===== src/rtl/cbit_port_pkg.sv =====
package cbit_port_pkg;
  localparam int unsigned SUB_W    = 3;
  localparam int unsigned IDX_W    = 2;
  localparam int unsigned PER_SUB  = 3;
  localparam int unsigned NUM_EXP  = 14;
  localparam int unsigned SLOT_W   = $clog2(NUM_EXP);
  localparam int unsigned NUM_W    = 5;
  // exported C-bit groups: first group low range, second group high range
  localparam int unsigned LO_FIRST = 2;
  localparam int unsigned LO_LAST  = 6;
  localparam int unsigned HI_FIRST = 13;
  localparam int unsigned HI_LAST  = 21;
  localparam int unsigned HI_BASE  = HI_FIRST - (LO_LAST - LO_FIRST + 1);
  localparam int unsigned DL_FIRST = 5;
  localparam int unsigned DL_LAST  = 7;
  localparam int unsigned LAST_SLOT = NUM_EXP - 1;

  typedef struct packed {
    logic              hit;
    logic [SLOT_W-1:0] slot;
  } slot_map_t;

  // Map a (subframe, index) marker to an export slot.
  function automatic slot_map_t map_cbit(input logic [SUB_W-1:0] sub,
                                         input logic [IDX_W-1:0] idx);
    slot_map_t  m;
    logic [NUM_W-1:0] n;
    m = '0;
    n = {2'b00, sub - 3'd1} * NUM_W'(PER_SUB) + {3'b000, idx};
    if (sub >= 3'd1 && sub <= 3'd7 && idx >= 2'd1 && idx <= 2'd3) begin
      if (n >= NUM_W'(LO_FIRST) && n <= NUM_W'(LO_LAST)) begin
        m.hit  = 1'b1;
        m.slot = SLOT_W'(n - NUM_W'(LO_FIRST));
      end else if (n >= NUM_W'(HI_FIRST) && n <= NUM_W'(HI_LAST)) begin
        m.hit  = 1'b1;
        m.slot = SLOT_W'(n - NUM_W'(HI_BASE));
      end
    end
    return m;
  endfunction
endpackage


===== src/rtl/cbit_capture.sv =====
module cbit_capture
  import cbit_port_pkg::*;
(
  input  logic               clk,
  input  logic               rst_n,
  input  logic               in_oof,
  input  logic               cbit_valid,
  input  logic [SUB_W-1:0]   cbit_sub,
  input  logic [IDX_W-1:0]   cbit_idx,
  input  logic               rx_bit,
  input  logic               mframe_end,
  output logic               load,
  output logic [NUM_EXP-1:0] frame_bits
);
  slot_map_t          pos;
  logic [NUM_EXP-1:0] cap;
  logic               good;

  assign pos = map_cbit(cbit_sub, cbit_idx);

  for (genvar k = 0; k < NUM_EXP; k++) begin : g_slot
    logic wr;
    assign wr = cbit_valid && pos.hit && (pos.slot == SLOT_W'(k));
    always_ff @(posedge clk) begin
      if (!rst_n)                   cap[k] <= 1'b0;
      else if (in_oof || mframe_end) cap[k] <= 1'b0;
      else if (wr)                  cap[k] <= rx_bit;
    end
  end

  // good: a frame boundary was seen and no out-of-frame since
  always_ff @(posedge clk) begin
    if (!rst_n)          good <= 1'b0;
    else if (in_oof)     good <= 1'b0;
    else if (mframe_end) good <= 1'b1;
  end

  assign load       = mframe_end && good && !in_oof;
  assign frame_bits = cap;

  p_in_exclusive_r2: assert property (@(posedge clk) disable iff (!rst_n)
    !(cbit_valid && mframe_end));
  p_no_load_oof_r8: assert property (@(posedge clk) disable iff (!rst_n)
    in_oof |=> !load);
endmodule


===== src/rtl/cbit_pacer.sv =====
module cbit_pacer #(
  parameter int unsigned BIT_DIV = 4
) (
  input  logic clk,
  input  logic rst_n,
  input  logic restart,
  input  logic run,
  output logic tick
);
  localparam int unsigned CNT_W = (BIT_DIV > 2) ? $clog2(BIT_DIV) : 1;

  if (BIT_DIV < 2) begin : g_bad_div
    $error("BIT_DIV must be at least 2");
  end

  logic [CNT_W-1:0] cnt;

  always_ff @(posedge clk) begin
    if (!rst_n)          cnt <= '0;
    else if (restart)    cnt <= CNT_W'(BIT_DIV - 1);
    else if (cnt != '0)  cnt <= cnt - 1'b1;
  end

  assign tick = run && (cnt == '0);

  p_spacing_r6: assert property (@(posedge clk) disable iff (!rst_n)
    restart |=> !tick);
endmodule


===== src/rtl/cbit_shifter.sv =====
module cbit_shifter
  import cbit_port_pkg::*;
(
  input  logic               clk,
  input  logic               rst_n,
  input  logic               in_oof,
  input  logic               load,
  input  logic [NUM_EXP-1:0] frame_bits,
  input  logic               pace_tick,
  output logic               busy,
  output logic               emit,
  output logic               ser_data,
  output logic               ser_clk_en,
  output logic               ser_frame,
  output logic               ser_dl
);
  logic [NUM_EXP-1:0] sh, word;
  logic [SLOT_W-1:0]  slot, slot_cur;

  assign emit     = !in_oof && (load || (busy && pace_tick));
  assign word     = load ? frame_bits : sh;
  assign slot_cur = load ? '0 : slot;

  always_ff @(posedge clk) begin
    if (!rst_n) begin
      sh <= '0; slot <= '0; busy <= 1'b0;
      ser_data <= 1'b0; ser_clk_en <= 1'b0; ser_frame <= 1'b0; ser_dl <= 1'b0;
    end else if (in_oof) begin
      busy <= 1'b0;
      ser_data <= 1'b0; ser_clk_en <= 1'b0; ser_frame <= 1'b0; ser_dl <= 1'b0;
    end else if (emit) begin
      ser_clk_en <= 1'b1;
      ser_data   <= word[0];
      ser_frame  <= (slot_cur == '0);
      ser_dl     <= (slot_cur >= SLOT_W'(DL_FIRST)) && (slot_cur <= SLOT_W'(DL_LAST));
      sh         <= word >> 1;
      slot       <= slot_cur + 1'b1;
      busy       <= (slot_cur != SLOT_W'(LAST_SLOT));
    end else begin
      ser_data <= 1'b0; ser_clk_en <= 1'b0; ser_frame <= 1'b0; ser_dl <= 1'b0;
    end
  end

  p_oof_quiet_r8: assert property (@(posedge clk) disable iff (!rst_n)
    in_oof |=> !(ser_clk_en || ser_data || ser_frame || ser_dl));
  p_frame_first_r4: assert property (@(posedge clk) disable iff (!rst_n)
    ser_frame |-> (ser_clk_en && !ser_dl));
  p_dl_window_r5: assert property (@(posedge clk) disable iff (!rst_n)
    ser_dl |-> ser_clk_en);
  p_data_gated_r2: assert property (@(posedge clk) disable iff (!rst_n)
    ser_data |-> ser_clk_en);
  p_restart_r9: assert property (@(posedge clk) disable iff (!rst_n)
    load && !in_oof |=> ser_frame);
  p_slot_range_r2: assert property (@(posedge clk) disable iff (!rst_n)
    busy |-> (slot <= SLOT_W'(LAST_SLOT)));
endmodule


===== src/rtl/cbit_serial_port.sv =====
module cbit_serial_port
  import cbit_port_pkg::*;
#(
  parameter int unsigned BIT_DIV = 4
) (
  input  logic       clk,
  input  logic       rst_n,
  input  logic       in_oof,
  input  logic       cbit_valid,
  input  logic [2:0] cbit_sub,
  input  logic [1:0] cbit_idx,
  input  logic       rx_bit,
  input  logic       mframe_end,
  output logic       ser_data,
  output logic       ser_clk_en,
  output logic       ser_frame,
  output logic       ser_dl
);
  logic               load, busy, emit, pace_tick;
  logic [NUM_EXP-1:0] frame_bits;

  cbit_capture u_capture (
    .clk(clk), .rst_n(rst_n), .in_oof(in_oof), .cbit_valid(cbit_valid),
    .cbit_sub(cbit_sub), .cbit_idx(cbit_idx), .rx_bit(rx_bit),
    .mframe_end(mframe_end), .load(load), .frame_bits(frame_bits)
  );

  cbit_pacer #(.BIT_DIV(BIT_DIV)) u_pacer (
    .clk(clk), .rst_n(rst_n), .restart(emit), .run(busy), .tick(pace_tick)
  );

  cbit_shifter u_shifter (
    .clk(clk), .rst_n(rst_n), .in_oof(in_oof), .load(load),
    .frame_bits(frame_bits), .pace_tick(pace_tick), .busy(busy), .emit(emit),
    .ser_data(ser_data), .ser_clk_en(ser_clk_en), .ser_frame(ser_frame),
    .ser_dl(ser_dl)
  );
endmodule


===== config.mk =====
export PLATFORM = sky130hd
export DESIGN_NAME = cbit_serial_port
export DESIGN_NICKNAME = d
export VERILOG_FILES = /design/src/rtl/cbit_port_pkg.sv /design/src/rtl/cbit_capture.sv /design/src/rtl/cbit_pacer.sv /design/src/rtl/cbit_shifter.sv /design/src/rtl/cbit_serial_port.sv
export SDC_FILE = /design/constraint.sdc
export NUM_CORES = 1
export LEC_CHECK = 0
export BUFFER_PORTS_ARGS = -buffer_cell sky130_fd_sc_hd__buf_2
export CAP_MARGIN = 5
export CORE_MARGIN = 2
export CORE_UTILIZATION = 55
export DETAILED_ROUTE_END_ITERATION = 10
export PLACE_DENSITY_LB_ADDON = 0.25
export SKIP_LAST_GASP = 1
export SYNTH_ARGS = -nofsm -noshare
export SYNTH_HDL_FRONTEND = slang
export SYNTH_SLANG_ARGS = --single-unit

===== constraint.sdc =====
create_clock -name clk -period 4.3 [get_ports clk]
set_input_delay 1.075 -clock clk [delete_from_list [all_inputs] [get_ports clk]]
set_output_delay 1.075 -clock clk [all_outputs]
set_load 0.01 [all_outputs]

==> metrics.md, run 1 <==
| Metric | Value |
|---|---|
| Layout cell share with drive strength beyond 1 | `roughly an eighth` |
| # port buffers | `14` |
| Non-Filler Instances | `323` |
| H-tree lvl count | `2` |
| Fin area | `2440 µm²` |
| Syn_area_per_cell | `8.43 µm²` |
| Cells after DPL | `315` |
| Ports | `15` |
| Routed len/inst | `13.2 µm` |
| Yosys Warn Count | `0` |
| Final core utilization | `65.1%` |
| CP Capture Type | `flop` |
| Nets | `between 300 and 400` |
| Syn Std Cell Area | `2190 µm²` |
| GRT Util Overall | `21.3%` |
| Unique masters post-synth | `between 40 and 50` |
| Largest net degree at the start of global routing | `37` |
| LEAKAGE | `1.09 nW` |
| DRC violations left | `0` |
| Root Driver | `clkbuf_8` |
| RSZ-0062 raised after global routing | `no` |
| Outcome | `finished clean` |
| R2R Path End | `u_shifter.ser_dl` |
| Area contributors post-synth | `dfxtp_1, ha_1, nand2_1, mux2i_1, a311oi_1` |
| Hold_sp | `u_capture.frame_bits[3]` |
| Synth Flop Type | `dfxtp_1` |
| Post-route clock skew | `between 0.008 and 0.009 ns` |
| Setup repair bufs after CTS | `0` |
| Worst hold path endpoint | `u_capture.frame_bits[3]` |
| Initial core utilization | `approximately 60%` |
| Die Width | `67.1 µm` |
| CTS Hold Bufs | `0` |
| Filler cells | `315` |
| Detail Route Antenna Nets | `0` |
| Via Count | `1,817` |
| Period utilization | `about 93%` |
| CTS buffer count | `5` |
| Worst Hold Depth | `2` |
| Post-DP Area | `2310 µm²` |
| TritonCTS sink count | `39` |
| Worst Max-Slew Pin Slew | `~0.76 ns` |
| Drt pass-1 iters | `4` |
| N_diodes | `0` |
| Gpl congestion | `approximately 0.82` |
| Synth top area share | `between 30% and 40%` |
| Multi-input gate area | `~1300 µm²` |
| HPWL after DPL | `3090 µm` |
| Vias in the first global route | `about 1,700` |
| Sequential fraction of the synthesis area | `35.6%` |
| Period minus WS final | `approximately 4 ns` |
| Yosys reg bits | `39` |
| Min-delay worst type | `flop to flop` |
| Rows | `22` |
| Crit path launch type | `input pin` |
| Initial antenna violation count | `0` |
| Final WL | `4270 µm` |
| Leading area contributor after synthesis | `dfxtp_1` |
| Power per cell area | `430 nW/µm²` |
| Fmax | `250 MHz` |
| Final-report hold violation count | `0` |
| FF/Latch Area | `781 µm²` |
| Max cap viols | `0` |
| Total gr overflow | `0` |
| Reg-to-Reg Start | `u_capture.good` |
| Vias/cell | `5.63` |
| Max VDD drop | `259 µV` |
| WP data required | `4.47 ns` |
| Post-Place Worst Slack | `-0.00742 ns` |
| Clock Tree Buf Depth | `2` |
| Initial DRC count | `105` |
| Most common cell in the netlist | `nand2_1` |
| Share of async-settable or async-resettable flops after synthesis | `0%` |
| CTS tree | `yes` |
| Reg2reg setup slack | `roughly 2.4 ns` |
| First-pass GRT wire length | `7270 µm` |
| Worst-path clk slew | `0.08 ns` |
| Die H | `67.1 µm` |
| Final Max Tran Viols | `0` |
| Post-Syn Nets | `288` |
| Core area | `3740 µm²` |
| Top post-synthesis cells by count | `nand2_1, dfxtp_1, nor2_1, ha_1, mux2i_1` |
| Reg2reg path depth | `8` |
| EDFF count, synth | `0` |
| Area grow syn2layout | `11.2%` |
| Setup ws final | `0.294 ns` |
| Post-cts sizing count | `0` |
| Die area | `roughly 4500 µm²` |
| Data arrival, critical path | `4.17 ns` |
| Relative slew slack | `49.4%` |
| Worst Path Max Fanout | `10` |
| Worst skew pair latency | `0.29 ns` |
| Worst Setup Path Type | `input pin to flop` |
| Synthesized instance count | `260` |
| Final setup fails | `0` |
worst max-delay path by stage:
stage                 from                        to  depth (start not counted)
6_report       cbit_sub[1]   u_capture.frame_bits[0]                         14
5_1_grt        cbit_sub[0]   u_capture.frame_bits[0]                         15
4_1_cts        cbit_sub[1]   u_capture.frame_bits[8]                         14
3_5_place_dp   cbit_sub[1]   u_capture.frame_bits[0]                         14
3_3_place_gp   cbit_sub[1]  u_capture.frame_bits[11]                         14
2_1_floorplan  cbit_sub[0]   u_capture.frame_bits[2]                         13
state kept, by name, indices dropped and copies added, names as in the netlist:
signal and cells:
u_pacer.cnt 2, u_shifter.ser_clk_en 1, u_capture.good 1, u_shifter.ser_dl 1, u_shifter.slot 4, u_shifter.ser_frame 1, u_shifter.sh 13, u_capture.frame_bits 14
u_shifter.busy 1, u_shifter.ser_data 1
per-stage QoR:
| step | hold WS [ns] | power [mW] | TNS (ns) |
|---|---|---|---|
| after global placement | 0.448 | 0.689 | 0 |
| after detailed placement | 0.453 | 0.695 | -0.00742 |
| after global routing | 0.481 | 1.11 | 0 |
| final | 0.461 | 1.05 | 0 |
| after CTS | 0.466 | 1.05 | 0 |
| after floorplan | 0.432 | 0.637 | 0 |
layer usage:
layer | vias to the layer above | track usage, % | routed length, µm
met1 | 835 | 27.3 | 2020
met4 | 0 | 6.12 | 44
met5 | - | 0 | 0
met2 | 40 | 36.3 | 2010
li1 | 937 | - | -
met3 | 5 | 4.50 | 197
cell usage in the layout, fill, tap and decap left out, types with 3 or more instances in the layout:
master    count
nand2_1      52
dfxtp_1      39
nor2_1       21
ha_1         16
mux2i_1      15
buf_2        14
inv_1        13
nand4_1      12
a311oi_1     12
a21oi_1      11
nand3_1       8
xnor2_1       5
clkbuf_8      5
buf_4         5
and2_1        4
a21o_1        4
nand2b_1      3
and3_1        3
where the power goes:
group	switching, mW	internal [mW]
registers	0.00606	0.374
clock network	0.127	0.232
logic	0.185	0.124
total	0.318	0.730
kinds of logic after synthesis:
| logic type | share of synthesized area (%) |
|---|---|
| compound gates | 13.9 |
| flops | 35.6 |
| mux | 8.39 |
| simple gates | 24.4 |
| fa+ha+maj | 10.0 |
| buf+inv | 4.85 |
| xor+xnor | 2.80 |
area by class of cell:
cell class / instances / area share (%)
inverter: 14 / 2.15
multi-input combinational: 195 / 53.5
clock buffer: 6 / 2.98
timing repair buffer: 19 / 4.41
clock inverter: 2 / 2.46
tap: 48 / 2.46
sequential: 39 / 32.0
critical path: stages:
cell      delay [ns]
buf_2           0.11
inv_1           0.06
ha_1            0.32
xnor2_1         0.18
xnor2_1         0.14
ha_1            0.18
inv_1           0.05
fa_1            0.49
or3b_4          0.44
a221oi_4        0.33
nand2_2         0.15
nand3_1         0.28
nand4_1         0.21
mux2i_1         0.15
(Power assumes the default switching activity.)
==> run 2: changes to the inputs <==
MAX_ROUTING_LAYER = met4   (was default)
==> run 2 against run 1 <==
Flip-flop and latch count stayed put. Sequential share of layout area stayed put. Count of clock-buffer cells in the layout stayed put. Critical endpoint unchanged. Largest cell class unchanged.
==> metrics.md, run 2 (same netlist as run 1, synthesis figures left out) <==
| Metric | Value |
|---|---|
| Power per cell area | `430 nW/µm² (about the same)` |
| DRC violations left | `0 (unchanged)` |
| Min-delay worst type | `flop to flop` |
| Final Max Tran Viols | `0 (unchanged)` |
| # port buffers | `14 (unchanged)` |
| Vias in the first global route | `1,690 (+0.059%)` |
| Worst Setup Path Type | `input pin to flop` |
| Reg2reg setup slack | `2.43 ns (about the same)` |
| WP data required | `4.47 ns (about the same)` |
| Data arrival, critical path | `4.17 ns (about the same)` |
| Core area | `3740 µm² (unchanged)` |
| Die Width | `67.1 µm (unchanged)` |
| FF/Latch Area | `781 µm² (unchanged)` |
| Via Count | `1,810 (-0.39%)` |
| Met2 Wirelength | `2010 µm (+0.40%)` |
| Vias/cell | `5.60 (-0.39%)` |
| Top layer in use | `met4` |
| CTS tree | `yes` |
| Fmax | `250 MHz (+0.12%)` |
| Reg-to-Reg Start | `u_capture.good` |
| Largest net degree at the start of global routing | `37 (unchanged)` |
| Max VDD drop | `259 µV (about the same)` |
| Hold_sp | `u_capture.frame_bits[3]` |
| TritonCTS sink count | `39 (unchanged)` |
| Post-cts sizing count | `0 (unchanged)` |
| GRT Util Overall | `21.9% (+0.62 points)` |
| Initial core utilization | `58.6% (unchanged)` |
| Final WL | `4300 µm (+0.63%)` |
| CTS Hold Bufs | `0 (unchanged)` |
| Max FFs per register | `14 (unchanged)` |
| Filler cells | `315 (unchanged)` |
| Crit path launch type | `input pin` |
| Final-report hold violation count | `0 (unchanged)` |
| Multi-input gate area | `1310 µm² (unchanged)` |
| Relative slew slack | `48.3% (-1.1 points)` |
| Commonest non-fill, non-tap cell in the layout | `nand2_1` |
| R2R Path End | `u_shifter.ser_dl` |
| Cells after DPL | `315 (unchanged)` |
| Outcome | `finished clean` |
| Setup ws final | `0.299 ns (+0.00480 ns)` |
| Clock Tree Buf Depth | `2 (unchanged)` |
| N_diodes | `0 (unchanged)` |
| Drt pass-1 iters | `4 (unchanged)` |
| Initial antenna violation count | `0 (unchanged)` |
| Period minus WS final | `4.00 ns (-0.00480 ns)` |
| Total power | `1.05 mW (about the same)` |
| Ports | `15 (unchanged)` |
| Rows | `22 (unchanged)` |
| Post-Place Worst Slack | `-0.00742 ns (unchanged)` |
| Nets | `302 (unchanged)` |
| Die area | `4510 µm² (unchanged)` |
| LEAKAGE | `1.09 nW (unchanged)` |
| Routed wire length on met3 | `165 µm (-16%)` |
| First-pass GRT wire length | `7270 µm (about the same)` |
| Setup repair bufs after CTS | `0 (unchanged)` |
| Worst-path clk slew | `0.08 ns (about the same)` |
| Routed len/inst | `13.3 µm (+0.63%)` |
| CTS buffer count | `5 (unchanged)` |
| Die H | `67.1 µm (unchanged)` |
| Worst Hold Depth | `2 (unchanged)` |
| Post-route clock skew | `0.0101 ns (+0.00113 ns)` |
| Period utilization | `93.0% (-0.11 points)` |
| H-tree lvl count | `2 (unchanged)` |
| Worst Path Max Fanout | `10 (unchanged)` |
| Gpl congestion | `0.834 (+1.5%)` |
| Max cap viols | `0 (unchanged)` |
| Root Driver | `clkbuf_8` |
| Detail Route Antenna Nets | `0 (unchanged)` |
| Commonest cells after routing, fill and taps aside | `nand2_1, dfxtp_1, nor2_1` |
| Non-Filler Instances | `323 (unchanged)` |
| Final setup fails | `0 (unchanged)` |
| Worst Max-Slew Pin Slew | `0.773 ns (+0.0171 ns)` |
| Layout cell share with drive strength beyond 1 | `12.4% (unchanged)` |
| Initial DRC count | `139 (+32%)` |
| HPWL after DPL | `3090 µm (unchanged)` |
| Worst hold path endpoint | `u_capture.frame_bits[3]` |
| Worst skew pair latency | `0.30 ns (about the same)` |
| Area grow syn2layout | `11.2% (unchanged)` |
| Reg2reg path depth | `8 (unchanged)` |
| Total gr overflow | `0 (unchanged)` |
| RSZ-0062 raised after global routing | `no` |
| CP Capture Type | `flop` |
| Met1 WL | `2080 µm (+2.6%)` |
## run 2: cell counts in the layout (fill, tap and decap cells not counted)
Identical to the previous run, type by type.
## run 2: critical path, cell delays in order
cell	delay [ns]
buf_2	0.11
inv_1	0.06
ha_1	0.32
xnor2_1	0.18
xnor2_1	0.14
ha_1	0.18
inv_1	0.05
fa_1	0.49
or3b_4	0.44
a221oi_4	0.33
nand2_2	0.15
nand3_1	0.28
nand4_1	0.21
mux2i_1	0.15
## run 2: worst max path at each step
stage | cells past startpoint | startpoint | to
floorplan | 13 | cbit_sub[0] | u_capture.frame_bits[2]
CTS | 14 | cbit_sub[1] | u_capture.frame_bits[8]
global route | 15 | cbit_sub[0] | u_capture.frame_bits[0]
detailed placement | 14 | cbit_sub[1] | u_capture.frame_bits[0]
global placement | 14 | cbit_sub[1] | u_capture.frame_bits[11]
finish | 14 | cbit_sub[1] | u_capture.frame_bits[0]
## run 2: area by class of cell
type,instances,share of cell area [%]
repair buffers,19,4.41
clock buffers,6,2.98
well taps,48,2.46
flip-flops and latches,39,32.0
multi-input cells,195,53.5
inverters,14,2.15
clock inverters,2,2.46
## run 2: metal layers
| metal | global-route usage (%) | vias up |
|---|---|---|
| met4 | 6.12 | 0 |
| met2 | 36.3 | 38 |
| met1 | 27.3 | 830 |
| met5 | - | - |
| li1 | - | 937 |
| met3 | 4.50 | 5 |
## run 2: power by group
group	internal (mW)	total, mW	leakage, nW	switching (mW)
clock	0.232	0.360	0.0654	0.128
combinational	0.124	0.308	0.711	0.185
sequential	0.374	0.380	0.315	0.00608
## run 2: per-stage QoR
stage / utilization, % / setup TNS, ns / hold slack, ns / cell area (µm²)
floorplan: - / 0 / 0.432 / 2190
global placement: 61.6 / 0 / 0.448 / 2310
detailed placement: 61.6 / -0.00742 / 0.453 / 2310
CTS: 65.1 / 0 / 0.466 / 2440
global route: 65.1 / 0 / 0.481 / 2440
finish: 65.1 / 0 / 0.461 / 2440
==> run 3: changes to the inputs <==
==> constraint.sdc (replaced) <==
create_clock -name clk -period 4.3 [get_ports clk]
set_input_delay 0.86 -clock clk [delete_from_list [all_inputs] [get_ports clk]]
set_output_delay 0.86 -clock clk [all_outputs]
set_load 0.01 [all_outputs]
==> run 3 against run 2 <==
Die area unchanged. Via count grew 0.66%. Non-clock buffer count down 4. Power shrank 13%. Highest routed layer unchanged. Clock power down 35%. Critical path depth stayed put.
==> metrics.md, run 3 (same netlist as run 1, synthesis figures left out) <==
| Metric | Value |
|---|---|
| Outcome | `finished clean` |
| Period minus WS final | `3.94 ns (-0.0618 ns)` |
| H-tree lvl count | `2 (unchanged)` |
| HPWL after DPL | `3110 µm (+0.38%)` |
| First-pass GRT wire length | `7480 µm (+2.9%)` |
| CTS buffer count | `5 (unchanged)` |
| RSZ-0062 raised after global routing | `no` |
| N_diodes | `0 (unchanged)` |
| Layout cell share with drive strength beyond 1 | `11.4% (-0.92 points)` |
| R2R Path End | `u_shifter.ser_data` |
| Die Width | `67.1 µm (unchanged)` |
| Clock Tree Buf Depth | `2 (unchanged)` |
| Vias in the first global route | `1,670 (-1.2%)` |
| Post-route clock skew | `0.00665 ns (-0.00340 ns)` |
| Worst Path Max Fanout | `6 (-4)` |
| Worst Max-Slew Pin Slew | `0.818 ns (+0.0450 ns)` |
| Final setup fails | `0 (unchanged)` |
| Nets | `298 (-1.3%)` |
| Max cap viols | `0 (unchanged)` |
| Die area | `4510 µm² (unchanged)` |
| Largest net degree at the start of global routing | `37 (unchanged)` |
| CP max stage delay | `0.52 ns (+0.03 ns)` |
| Initial antenna violation count | `0 (unchanged)` |
| Post-cts sizing count | `0 (unchanged)` |
| Reg2reg path depth | `5 (-3)` |
| Setup repair bufs after CTS | `0 (unchanged)` |
| TritonCTS sink count | `39 (unchanged)` |
| Total gr overflow | `0 (unchanged)` |
| Commonest cells after routing, fill and taps aside | `nand2_1, dfxtp_1, nor2_1` |
| Setup ws final | `0.361 ns (+0.0618 ns)` |
| Period utilization | `91.6% (-1.4 points)` |
| Worst Hold Depth | `2 (unchanged)` |
| Die H | `67.1 µm (unchanged)` |
| Max VDD drop | `189 µV (-27%)` |
| Final-report hold violation count | `0 (unchanged)` |
| Initial core utilization | `58.6% (unchanged)` |
| Final WL | `4380 µm (+1.9%)` |
| Data arrival, critical path | `4.10 ns (-0.07 ns)` |
| Min-delay worst type | `flop to flop` |
| Reg-to-Reg Start | `u_pacer.cnt[0]` |
| Fmax | `254 MHz (+1.6%)` |
| Root Driver | `clkbuf_8` |
| Reg2reg setup slack | `2.38 ns (-0.05 ns)` |
| Worst Setup Path Type | `input pin to flop` |
| Final Max Tran Viols | `0 (unchanged)` |
| Ports | `15 (unchanged)` |
| Worst skew pair latency | `0.29 ns (about the same)` |
| Critical path buffer and inverter count | `3 (unchanged)` |
| CP max stage cell | `fa_1` |
| Hold_sp | `u_capture.frame_bits[3]` |
| CTS tree | `yes` |
| Setup tns final | `0 ns (unchanged)` |
| Max FFs per register | `14 (unchanged)` |
| Relative slew slack | `45.3% (-3.0 points)` |
| WP data required | `4.46 ns (about the same)` |
| FF/Latch Area | `781 µm² (unchanged)` |
| LEAKAGE | `1.06 nW (-3.4%)` |
| Area grow syn2layout | `7.65%` |
| Power per cell area | `388 nW/µm² (-9.7%)` |
| Core area | `3740 µm² (unchanged)` |
| Filler cells | `354 (+12%)` |
| Drt pass-1 iters | `4 (unchanged)` |
| Post-Place Worst Slack | `0.0759 ns (+0.0833 ns)` |
| # port buffers | `14 (unchanged)` |
| Crit path launch type | `input pin` |
| Commonest non-fill, non-tap cell in the layout | `nand2_1` |
| Via Count | `1,822 (+0.66%)` |
| CP Cell Sequence | `buf_2 > inv_1 > ha_1 > xnor2_1 > xnor2_1 > ha_1 > inv_1 > fa_1 > or3b_4 > a221oi_4 > nand2_2 > o22ai_2 > nand4_1 > mux2i_1` |
| Multi-input gate area | `1310 µm² (unchanged)` |
| DRC violations left | `0 (unchanged)` |
| Worst-path clk slew | `0.07 ns (about the same)` |
| Total power | `916 µW (-13%)` |
| Rows | `22 (unchanged)` |
| Final core utilization | `63.0% (-2.1 points)` |
| CTS Hold Bufs | `0 (unchanged)` |
| Worst hold path endpoint | `u_capture.frame_bits[3]` |
| Routed len/inst | `13.7 µm (+3.1%)` |
| Initial DRC count | `152 (+9.4%)` |
| CP Capture Type | `flop` |
| GRT Util Overall | `22.4% (+0.49 points)` |
| Delay-heaviest family, CP | `adder cells` |
| Detail Route Antenna Nets | `0 (unchanged)` |
| Gpl congestion | `0.825 (-1.1%)` |
| Hold slack | `0.460 ns (-0.000947 ns)` |
| Vias/cell | `5.71 (+1.9%)` |
-- run 3: area by class of cell --
class	count	share of cell area (%)
clock buffer	5	2.92
clock inverter	3	0.636
inverter	14	2.23
multi-input combinational	195	55.3
sequential	39	33.1
tap	48	2.55
timing repair buffer	15	3.29
-- run 3: worst register-to-register path, stage by stage (launching register included) --
cell	delay, ns
dfxtp_1	0.32
inv_1	0.06
ha_1	0.23
nand3b_1	0.59
a21oi_1	0.44
a21boi_0	0.21
-- run 3: power breakdown --
| part | internal, mW | leakage (nW) | switching [mW] |
|---|---|---|---|
| Combinational | 0.115 | 0.692 | 0.185 |
| Sequential | 0.374 | 0.315 | 0.00631 |
| Clock | 0.111 | 0.0477 | 0.124 |
| Total | 0.600 | 1.06 | 0.316 |
-- run 3: per-stage QoR --
step	cell area, µm²	cells
after global placement	2280	311
after global routing	2360	319
after detailed placement	2280	311
final	2360	319
after CTS	2360	319
after floorplan	2190	260
-- run 3: worst max path at each step --
stage,from,endpoint,slack (ns),cells past startpoint
after floorplan,cbit_sub[0],u_capture.frame_bits[2],0.51,13
after global placement,cbit_sub[0],u_capture.frame_bits[2],0.16,14
after detailed placement,cbit_sub[0],u_capture.frame_bits[11],0.08,14
after CTS,cbit_sub[0],u_capture.frame_bits[2],0.37,14
after global routing,cbit_sub[0],u_capture.frame_bits[2],0.13,15
final,cbit_sub[0],u_capture.frame_bits[11],0.36,14
-- run 3: routing by layer --
metal	global-route usage, %	vias up	part of all wire [%]
met5	-	-	0
met4	6.89	0	0.94
met3	4.00	5	2.9
met2	33.9	27	46
met1	30.6	867	50
li1	-	923	-
